`src/rtl/div_pkg.sv`:
```
package div_pkg;
  typedef enum logic [1:0] {
    ST_IDLE   = 2'd0,
    ST_RUN    = 2'd1,
    ST_FINISH = 2'd2
  } div_state_e;
endpackage

```
`src/rtl/div_magnitude.sv`:
```
// Converts an operand to its magnitude and reports whether it was negative.
module div_magnitude #(
  parameter int W = 32
) (
  input  logic         signed_mode,
  input  logic [W-1:0] value,
  output logic [W-1:0] mag,
  output logic         neg
);
  always_comb begin
    neg = signed_mode & value[W-1];
    mag = neg ? (~value + 1'b1) : value;
  end
endmodule

```
`src/rtl/div_restore_step.sv`:
```
// One restoring step: shift left, trial subtract, keep or restore.
module div_restore_step #(
  parameter int W = 32
) (
  input  logic [2*W-1:0] acc_i,
  input  logic [W-1:0]   dvs_i,
  output logic [2*W-1:0] acc_o
);
  logic [W:0]   shifted;
  logic [W+1:0] trial;
  logic         below;
  logic [W-1:0] upper_next;

  always_comb begin
    // partial remainder doubled, next dividend bit appended; needs W+1 bits
    shifted    = {acc_i[2*W-1:W], acc_i[W-1]};
    trial      = {1'b0, shifted} - {2'b00, dvs_i};
    below      = trial[W+1];
    // restore keeps the shifted value, which is then smaller than the divisor
    upper_next = below ? shifted[W-1:0] : trial[W-1:0];
    acc_o      = {upper_next, acc_i[W-2:0], ~below};
  end
endmodule

```
`src/rtl/div_sign_fix.sv`:
```
// Applies the sign rules to the magnitude results.
module div_sign_fix #(
  parameter int W = 32
) (
  input  logic [W-1:0] q_mag,
  input  logic [W-1:0] r_mag,
  input  logic         q_neg,
  input  logic         r_neg,
  output logic [W-1:0] q_out,
  output logic [W-1:0] r_out
);
  always_comb begin
    q_out = q_neg ? (~q_mag + 1'b1) : q_mag;
    r_out = r_neg ? (~r_mag + 1'b1) : r_mag;
  end
endmodule

```
`src/rtl/restoring_divider.sv`:
```
module restoring_divider #(
  parameter int W      = 32,
  parameter int UNROLL = 1
) (
  input  logic         clk,
  input  logic         rst,
  input  logic         start,
  input  logic         signed_mode,
  input  logic [W-1:0] dividend,
  input  logic [W-1:0] divisor,
  output logic         busy,
  output logic         done,
  output logic [W-1:0] quotient,
  output logic [W-1:0] remainder,
  output logic         div_by_zero
);
  import div_pkg::*;

  localparam int ITER = W / UNROLL;
  localparam int CW   = $clog2(ITER + 1);
  localparam logic [CW-1:0] LAST = CW'(ITER - 1);

  div_state_e     state;
  logic [CW-1:0]  step_cnt;
  logic [2*W-1:0] acc;
  logic [W-1:0]   dvs_mag;
  logic           q_neg_r;
  logic           r_neg_r;
  logic           dz_r;

  logic [W-1:0]   dvd_mag_c;
  logic [W-1:0]   dvs_mag_c;
  logic           dvd_neg_c;
  logic           dvs_neg_c;
  logic [W-1:0]   q_fix;
  logic [W-1:0]   r_fix;
  logic [2*W-1:0] chain [UNROLL+1];

  div_magnitude #(.W(W)) u_mag_dvd (
    .signed_mode(signed_mode), .value(dividend), .mag(dvd_mag_c), .neg(dvd_neg_c)
  );
  div_magnitude #(.W(W)) u_mag_dvs (
    .signed_mode(signed_mode), .value(divisor), .mag(dvs_mag_c), .neg(dvs_neg_c)
  );

  assign chain[0] = acc;
  for (genvar g = 0; g < UNROLL; g++) begin : g_step
    div_restore_step #(.W(W)) u_step (
      .acc_i(chain[g]), .dvs_i(dvs_mag), .acc_o(chain[g+1])
    );
  end

  div_sign_fix #(.W(W)) u_fix (
    .q_mag(acc[W-1:0]), .r_mag(acc[2*W-1:W]),
    .q_neg(q_neg_r), .r_neg(r_neg_r),
    .q_out(q_fix), .r_out(r_fix)
  );

  always_ff @(posedge clk) begin
    if (rst) begin
      state       <= ST_IDLE;
      step_cnt    <= '0;
      acc         <= '0;
      dvs_mag     <= '0;
      q_neg_r     <= 1'b0;
      r_neg_r     <= 1'b0;
      dz_r        <= 1'b0;
      busy        <= 1'b0;
      done        <= 1'b0;
      quotient    <= '0;
      remainder   <= '0;
      div_by_zero <= 1'b0;
    end else begin
      done <= 1'b0;
      unique case (state)
        ST_IDLE: begin
          if (start) begin
            acc      <= {{W{1'b0}}, dvd_mag_c};
            dvs_mag  <= dvs_mag_c;
            q_neg_r  <= dvd_neg_c ^ dvs_neg_c;
            r_neg_r  <= dvd_neg_c;
            dz_r     <= (divisor == '0);
            step_cnt <= '0;
            busy     <= 1'b1;
            state    <= ST_RUN;
          end
        end
        ST_RUN: begin
          acc      <= chain[UNROLL];
          step_cnt <= step_cnt + 1'b1;
          if (step_cnt == LAST) state <= ST_FINISH;
        end
        ST_FINISH: begin
          quotient    <= q_fix;
          remainder   <= r_fix;
          div_by_zero <= dz_r;
          done        <= 1'b1;
          busy        <= 1'b0;
          state       <= ST_IDLE;
        end
        default: state <= ST_IDLE;
      endcase
    end
  end
endmodule

```
`config.mk`:
```
export PLATFORM = sky130hd
export DESIGN_NAME = restoring_divider
export DESIGN_NICKNAME = d
export VERILOG_FILES = /design/src/rtl/div_pkg.sv /design/src/rtl/div_magnitude.sv /design/src/rtl/div_restore_step.sv /design/src/rtl/div_sign_fix.sv /design/src/rtl/restoring_divider.sv
export SDC_FILE = /design/constraint.sdc
export NUM_CORES = 1
export LEC_CHECK = 0
export BUFFER_PORTS_ARGS = -buffer_cell sky130_fd_sc_hd__buf_4
export CORE_ASPECT_RATIO = 0.9
export CORE_UTILIZATION = 40
export CTS_CLUSTER_DIAMETER = 50
export DETAILED_ROUTE_END_ITERATION = 6
export GPL_TIMING_DRIVEN = 1
export HOLD_SLACK_MARGIN = 0.02
export PLACE_DENSITY_LB_ADDON = 0.12
export SLEW_MARGIN = 0
export SYNTH_ARGS = -nofsm -noshare
export SYNTH_HDL_FRONTEND = slang
export SYNTH_SLANG_ARGS = --single-unit
```
`constraint.sdc`:
```
create_clock -name clk -period 8.3 [get_ports clk]
set_input_delay 1.245 -clock clk [delete_from_list [all_inputs] [get_ports clk]]
set_output_delay 1.245 -clock clk [all_outputs]
set_load 0.01 [all_outputs]
```
Word level (Yosys, flattened, before mapping)
Index checks and enable logic that the tools add are counted.
{"block": "word_totals", "output_inout_bits": 67, "latch_bits": 0, "regBits": 174, "ram_bits": 0, "rom_bits": 0, "memories": 0}
{"block": "classes", "eq_ne": 5, "div_mod_pow": 0, "reduce_logical": 8, "multipliers": 0, "n_mux": 15, "magnitude_cmp": 0, "addsub": 6, "shifts": 0, "bitwise": 8}
{"op": "$mux 32", "count": 5}
{"op": "$add 32x1->32 const B", "count": 4}
{"op": "$not 32->32", "count": 4}
{"op": "$pmux 64 s2", "count": 1}
{"op": "$mux 64", "count": 1}
{"op": "$sub 33x32->34", "count": 1}
{"op": "$logic_not 32->1", "count": 1}
{"op": "$pmux 6 s2", "count": 1}
{"op": "$reduce_and 2->1", "count": 4}
{"op": "$add 6x1->6 const B", "count": 1}
{"op": "$eq 6x5->1 const B", "count": 1}
{"op": "$mux 6", "count": 1}
{"op": "$mux 2", "count": 2}
{"op": "$ne 2x2->1 const B", "count": 2}
{"op": "$pmux 2 s2", "count": 1}
{"op": "$reduce_bool 2->1", "count": 2}
{"op": "$and 1x1->1", "count": 2}
{"op": "$eq 2x1->1 const B", "count": 1}
{"op": "$eq 2x2->1 const B", "count": 1}
{"op": "$logic_not 2->1", "count": 1}
{"op": "$mux 1", "count": 2}
{"op": "$pmux 1 s2", "count": 1}
{"op": "$not 1->1", "count": 1}
{"op": "$xor 1x1->1", "count": 1}

Depth between registers and ports, before layout
{"block": "logic_depth", "depth_word": 5, "depth_mapped": 13, "mapped_depth_nobuf": 13}

Hierarchy
A second synthesis with hierarchy kept.
{"block": "hier_totals", "hier_cells": 1406, "hier_area_um2": 11400.9}
{"mod": "restoring_divider", "seq_area_each_um2": 3483.3, "instances": 1, "area_each_um2": 5873.1, "cells_each": 601}
{"mod": "div_restore_step", "seq_area_each_um2": 0.0, "instances": 1, "area_each_um2": 2661.3, "cells_each": 404}
{"mod": "div_sign_fix", "seq_area_each_um2": 0.0, "instances": 1, "area_each_um2": 1452.6, "cells_each": 189}
{"mod": "div_magnitude", "seq_area_each_um2": 0.0, "instances": 2, "area_each_um2": 706.9, "cells_each": 106}

Worst setup path after synthesis
No wires, ideal clock.
{"block": "synth_timing", "kind": "input-to-reg", "start": "input divisor[4]", "end": "register dvs_mag[30]", "arrival_ps": 3575, "n_path_buf": 0, "required_ps": 8214, "stages": 9, "setup_slack_ps": 4640, "path_cell_list": "nor4_2 nand2_1 or4_4 nor4_4 nand2_1 or4_4 o41ai_2 xor2_1 a211oi_1"}
{"block": "synth_between", "elab_chain_cells": 3}
{"element": "start: declaration", "line": "restoring_divider.sv:10", "rtl": "input logic [W-1:0] divisor,"}
{"element": "$not 32->32", "line": "div_magnitude.sv:12", "rtl": "mag = neg ? (~value + 1'b1) : value;"}
{"element": "$add 32x1->32", "line": "div_magnitude.sv:12"}
{"element": "$mux 32", "line": "div_magnitude.sv:12"}
{"element": "end signal: assignment", "line": "restoring_divider.sv:79", "rtl": "dvs_mag <= dvs_mag_c;"}
{"element": "end: declaration", "line": "restoring_divider.sv:26", "rtl": "logic [W-1:0] dvs_mag;"}
No other way between the ends.
A chain may end at the register's enable or synchronous reset.

Worst setup path in the final report
{"block": "layout_timing", "start": "register acc[38]", "end": "register acc[63]"}
{"block": "layout_between", "elab_chain_cells": 3}
{"element": "start: declaration", "line": "restoring_divider.sv:25", "rtl": "logic [2*W-1:0] acc;"}
{"element": "start signal: assignment", "line": "restoring_divider.sv:78", "rtl": "acc <= {{W{1'b0}}, dvd_mag_c};"}
{"element": "start signal: assignment", "line": "restoring_divider.sv:89", "rtl": "acc <= chain[UNROLL];"}
{"element": "$sub 33x32->34", "line": "div_restore_step.sv:17", "rtl": "trial = {1'b0, shifted} - {2'b00, dvs_i};"}
{"element": "$mux 32", "line": "div_restore_step.sv:20", "rtl": "upper_next = below ? shifted[W-1:0] : trial[W-1:0];"}
{"element": "$pmux 64 s2", "line": "restoring_divider.sv:75", "rtl": "unique case (state)"}
No other way between the ends.

==> impl_metrics.sql <==
INSERT INTO impl_metrics (metric_group, metric, value, unit) VALUES
('run_status', 'status', 'completed', ''),
('timing', 'fmaxAchievable', '277', 'MHz'),
('placement', 'total_of_buffers_placed_on_input_and_output_ports', '134', ''),
('worst_setup_path', 'setup.worst_path.start_class', 'register', ''),
('placement', 'dpl_worst_slack', '4.30', 'ns'),
('detailed_routing', 'via_count', '9532', ''),
('grt', 'grtUsageTotal', '20.7', '%'),
('layout', 'num-nets-final', '1526', ''),
('detailed_routing', 'post_detailed_route_via_to_cell_ratio', '5.35', ''),
('floorplan', 'placeableCoreArea', '0.0260', 'mm2'),
('yosys', 'synth_area_leaders', 'sky130_fd_sc_hd__dfxtp_1, sky130_fd_sc_hd__xor2_1, sky130_fd_sc_hd__a211oi_1', ''),
('worst_setup_path', 'critPathTopFamily', 'compound AO/OA/AOI/OAI gates', ''),
('worst_setup_path', 'path_class', 'register to register', ''),
('grt', 'maximum_number_of_pins_on_one_net_before_global_route_repair', '102', ''),
('clock_tree', 'cts.clk_slew.worst_paths', '0.07', 'ns'),
('timing', 'timing.slew.headroom', '22.9', '%'),
('worst_setup_path', 'critPathBufInv', '0', ''),
('yosys', 'netlist.top_cell.by_area', 'sky130_fd_sc_hd__dfxtp_1', ''),
('worst_setup_path', 'cp_cell_sequence', 'ha_1 -> nand4_1 -> a2111oi_0 -> nor3_1 -> o21ai_0 -> a41oi_1 -> o311a_1 -> xnor2_1 -> mux2i_1 -> o21ai_0', ''),
('detailed_routing', 'route.detailed.wl_per_inst', '15.7', 'um'),
('worst_setup_path', 'critical-path-top-cell-by-count', 'sky130_fd_sc_hd__o21ai_0', ''),
('clock_tree', 'clock_latency', '0.43', 'ns'),
('clock_tree', 'cts_max_level', '4', ''),
('yosys', 'synth_cells', '1342', ''),
('grt', 'global_route_wire_length_before_repair', '45600', 'um'),
('yosys', 'synth_nets', '1448', ''),
('detailed_routing', 'remaining_drc_errors', '0', ''),
('placement', 'dpl_cell_area', '0.0118', 'mm2'),
('timing', 'rsz0062_at_grt', 'false', ''),
('floorplan', 'num_io_pins', '135', ''),
('yosys', 'ys_seq_area_share', '33.0', '%'),
('timing', 'post-route-worst-setup-slack', '4.69', 'ns'),
('yosys', 'syn-cell-area', '0.0106', 'mm2'),
('grt', 'grt_overflow', '0', ''),
('yosys', 'synth_common_cells', 'sky130_fd_sc_hd__dfxtp_1, sky130_fd_sc_hd__nor2_1, sky130_fd_sc_hd__nand2_1', ''),
('pwr', 'p_sw_share', '34.1', '%'),
('pwr', 'clock_power_share', '33.0', '%'),
('clock_tree', 'cts_setup_buffers', '0', ''),
('floorplan', 'starting_density_of_the_core', '40.6', '%'),
('yosys', 'synthFlopType', 'sky130_fd_sc_hd__dfxtp_1', ''),
('pwr', 'leakage', '4.85', 'nW'),
('timing', 'post-route-period-util', '43.5', '%'),
('timing', 'report.final.hold_viol_count', '0', ''),
('placement', 'place_inst', '1749', ''),
('detailed_routing', 'firstDrtPassIters', '6', ''),
('yosys', 'syn_area_per_cell', '7.87', 'um2'),
('yosys', 'ys_ff_latch', '174', ''),
('floorplan', 'floorplan.die.height', '156', 'um'),
('worst_setup_path', 'critical_path.endpoint_type', 'register', ''),
('worst_setup_path', 'cpPeakStageDelay', '0.61', 'ns'),
('worst_setup_path', 'highest_delay_cell_along_the_critical_path', 'sky130_fd_sc_hd__a2111oi_0', ''),
('floorplan', 'die_ar', '0.0271', 'mm2'),
('pwr', 'ratio_of_total_power_to_cell_area', '207', 'mW/mm2'),
('pwr', 'switching_power', '0.874', 'mW'),
('timing', 'clock_skew', '0.0116', 'ns'),
('timing', 'period_needed', '3.61', 'ns'),
('timing', 'slew_violations', '0', ''),
('worst_setup_path', 'arrival', '3.88', 'ns'),
('detailed_routing', 'met2_wirelength', '10900', 'um'),
('layout', 'final-instance-count-excl-fill', '1782', ''),
('detailed_routing', 'drt-total-wl', '28000', 'um'),
('layout', 'design_area', '0.0124', 'mm2'),
('pwr', 'combPwrFrac', '29.9', '%'),
('clock_tree', 'tritoncts_clock_tree', 'yes', ''),
('timing', 'tightestPinTransition', '1.16', 'ns'),
('clock_tree', 'clock_tree.buffer_depth', '2', ''),
('yosys', 'number_of_distinct_library_cells_after_synthesis', '63', ''),
('pwr', 'worst_ir_drop_vdd', '0.143', 'mV'),
('worst_setup_path', 'worst-path-max-fanout', '8', ''),
('placement', 'place_hpwl', '20700', 'um'),
('detailed_routing', 'detailedRoute.firstIterationViolations', '799', '');
power groups by stage:
stage	Clock (mW)	Combinational [mW]	Sequential [mW]
5_1_grt	0.903	0.860	0.958
3_3_place_gp	0	0.766	0.965
4_1_cts	0.868	0.768	0.949
2_1_floorplan	0	0.592	0.941
3_5_place_dp	0	0.765	0.968
6_report	0.847	0.767	0.950
worst register-to-register path: stages, from the launching register on:
cell and delay (ns):
sky130_fd_sc_hd__dfxtp_1 0.58, sky130_fd_sc_hd__ha_1 0.30, sky130_fd_sc_hd__nand4_1 0.15, sky130_fd_sc_hd__a2111oi_0 0.61
sky130_fd_sc_hd__nor3_1 0.24, sky130_fd_sc_hd__o21ai_0 0.52, sky130_fd_sc_hd__a41oi_1 0.30, sky130_fd_sc_hd__o311a_1 0.43
sky130_fd_sc_hd__xnor2_1 0.13, sky130_fd_sc_hd__mux2i_1 0.13, sky130_fd_sc_hd__o21ai_0 0.08
sequential cells by signal, indices dropped and copies added (netlist names), 2 cells and up:
register / cells
remainder: 32
quotient: 32
dvs_mag: 32
step_cnt: 6
acc: 64
state: 2
placed cells by master, fill, tap and decap left out, types with 5 or more instances in the layout:
| master | n |
|---|---|
| sky130_fd_sc_hd__a21oi_1 | 112 |
| sky130_fd_sc_hd__clkbuf_16 | 17 |
| sky130_fd_sc_hd__nor4_1 | 8 |
| sky130_fd_sc_hd__a211oi_1 | 91 |
| sky130_fd_sc_hd__xnor2_1 | 46 |
| sky130_fd_sc_hd__a32oi_1 | 8 |
| sky130_fd_sc_hd__or4_4 | 7 |
| sky130_fd_sc_hd__nand4_1 | 7 |
| sky130_fd_sc_hd__nor3_1 | 14 |
| sky130_fd_sc_hd__nor2b_1 | 5 |
| sky130_fd_sc_hd__mux2i_1 | 10 |
| sky130_fd_sc_hd__o41ai_1 | 13 |
| sky130_fd_sc_hd__and3_1 | 5 |
| sky130_fd_sc_hd__dfxtp_1 | 174 |
| sky130_fd_sc_hd__or3_1 | 7 |
| sky130_fd_sc_hd__nand2_1 | 139 |
| sky130_fd_sc_hd__nand3b_1 | 6 |
| sky130_fd_sc_hd__inv_1 | 56 |
| sky130_fd_sc_hd__buf_4 | 141 |
| sky130_fd_sc_hd__ha_1 | 37 |
| sky130_fd_sc_hd__xor2_1 | 97 |
| sky130_fd_sc_hd__o31ai_1 | 25 |
| sky130_fd_sc_hd__a21o_1 | 12 |
| sky130_fd_sc_hd__nor2_1 | 163 |
| sky130_fd_sc_hd__nand3_1 | 12 |
| sky130_fd_sc_hd__o21ai_0 | 82 |
| sky130_fd_sc_hd__or4_1 | 12 |
| sky130_fd_sc_hd__a22oi_1 | 31 |
| sky130_fd_sc_hd__nand2b_1 | 12 |
final cells by class:
class,count,area (um2)
Clock inverter,13,176
Multi-Input combinational cell,1030,6590
Tap cell,348,435
Inverter,56,210
Timing Repair Buffer,141,1060
Antenna cell,1,2.50
Fill cell,2609,13600
Clock buffer,19,443
Sequential cell,174,3480
metrics by stage:
stage	util [%]	hold WS (ns)	power, mW
final	47.7	0.455	2.56
after global routing	47.7	0.486	2.72
after CTS	47.7	0.457	2.58
after detailed placement	45.3	0.449	1.73
after global placement	45.3	0.443	1.73
after floorplan	-	0.432	1.53
final timing paths:
kind	startpoint	endpoint	depth (start not counted)
worst max-delay path	acc[38]	acc[63]	10
worst min-delay path	dvs_mag[31]	dvs_mag[31]	2
worst max register to register	acc[38]	acc[63]	10
worst min register to register	dvs_mag[31]	dvs_mag[31]	2
layer usage:
layer / track usage, % / vias up
met5: 0 / -
met4: 5.06 / 0
met3: 2.66 / 20
met2: 28.5 / 234
met1: 32.9 / 4316
li1: - / 4962
kinds of logic (layout without fill, tap and decap cells):
kind of cell | count (synthesis) | after routing | synth area share [%]
simple gates | 421 | 421 | 18.6
compound gates | 417 | 417 | 25.9
flops | 174 | 174 | 33.0
xor+xnor | 143 | 143 | 11.9
buf+inv | 138 | 229 | 5.00
fa+ha+maj | 38 | 38 | 4.57
mux | 11 | 11 | 1.05
other cells | 0 | 1 | 0
Power figures use the tool's default switching activity.
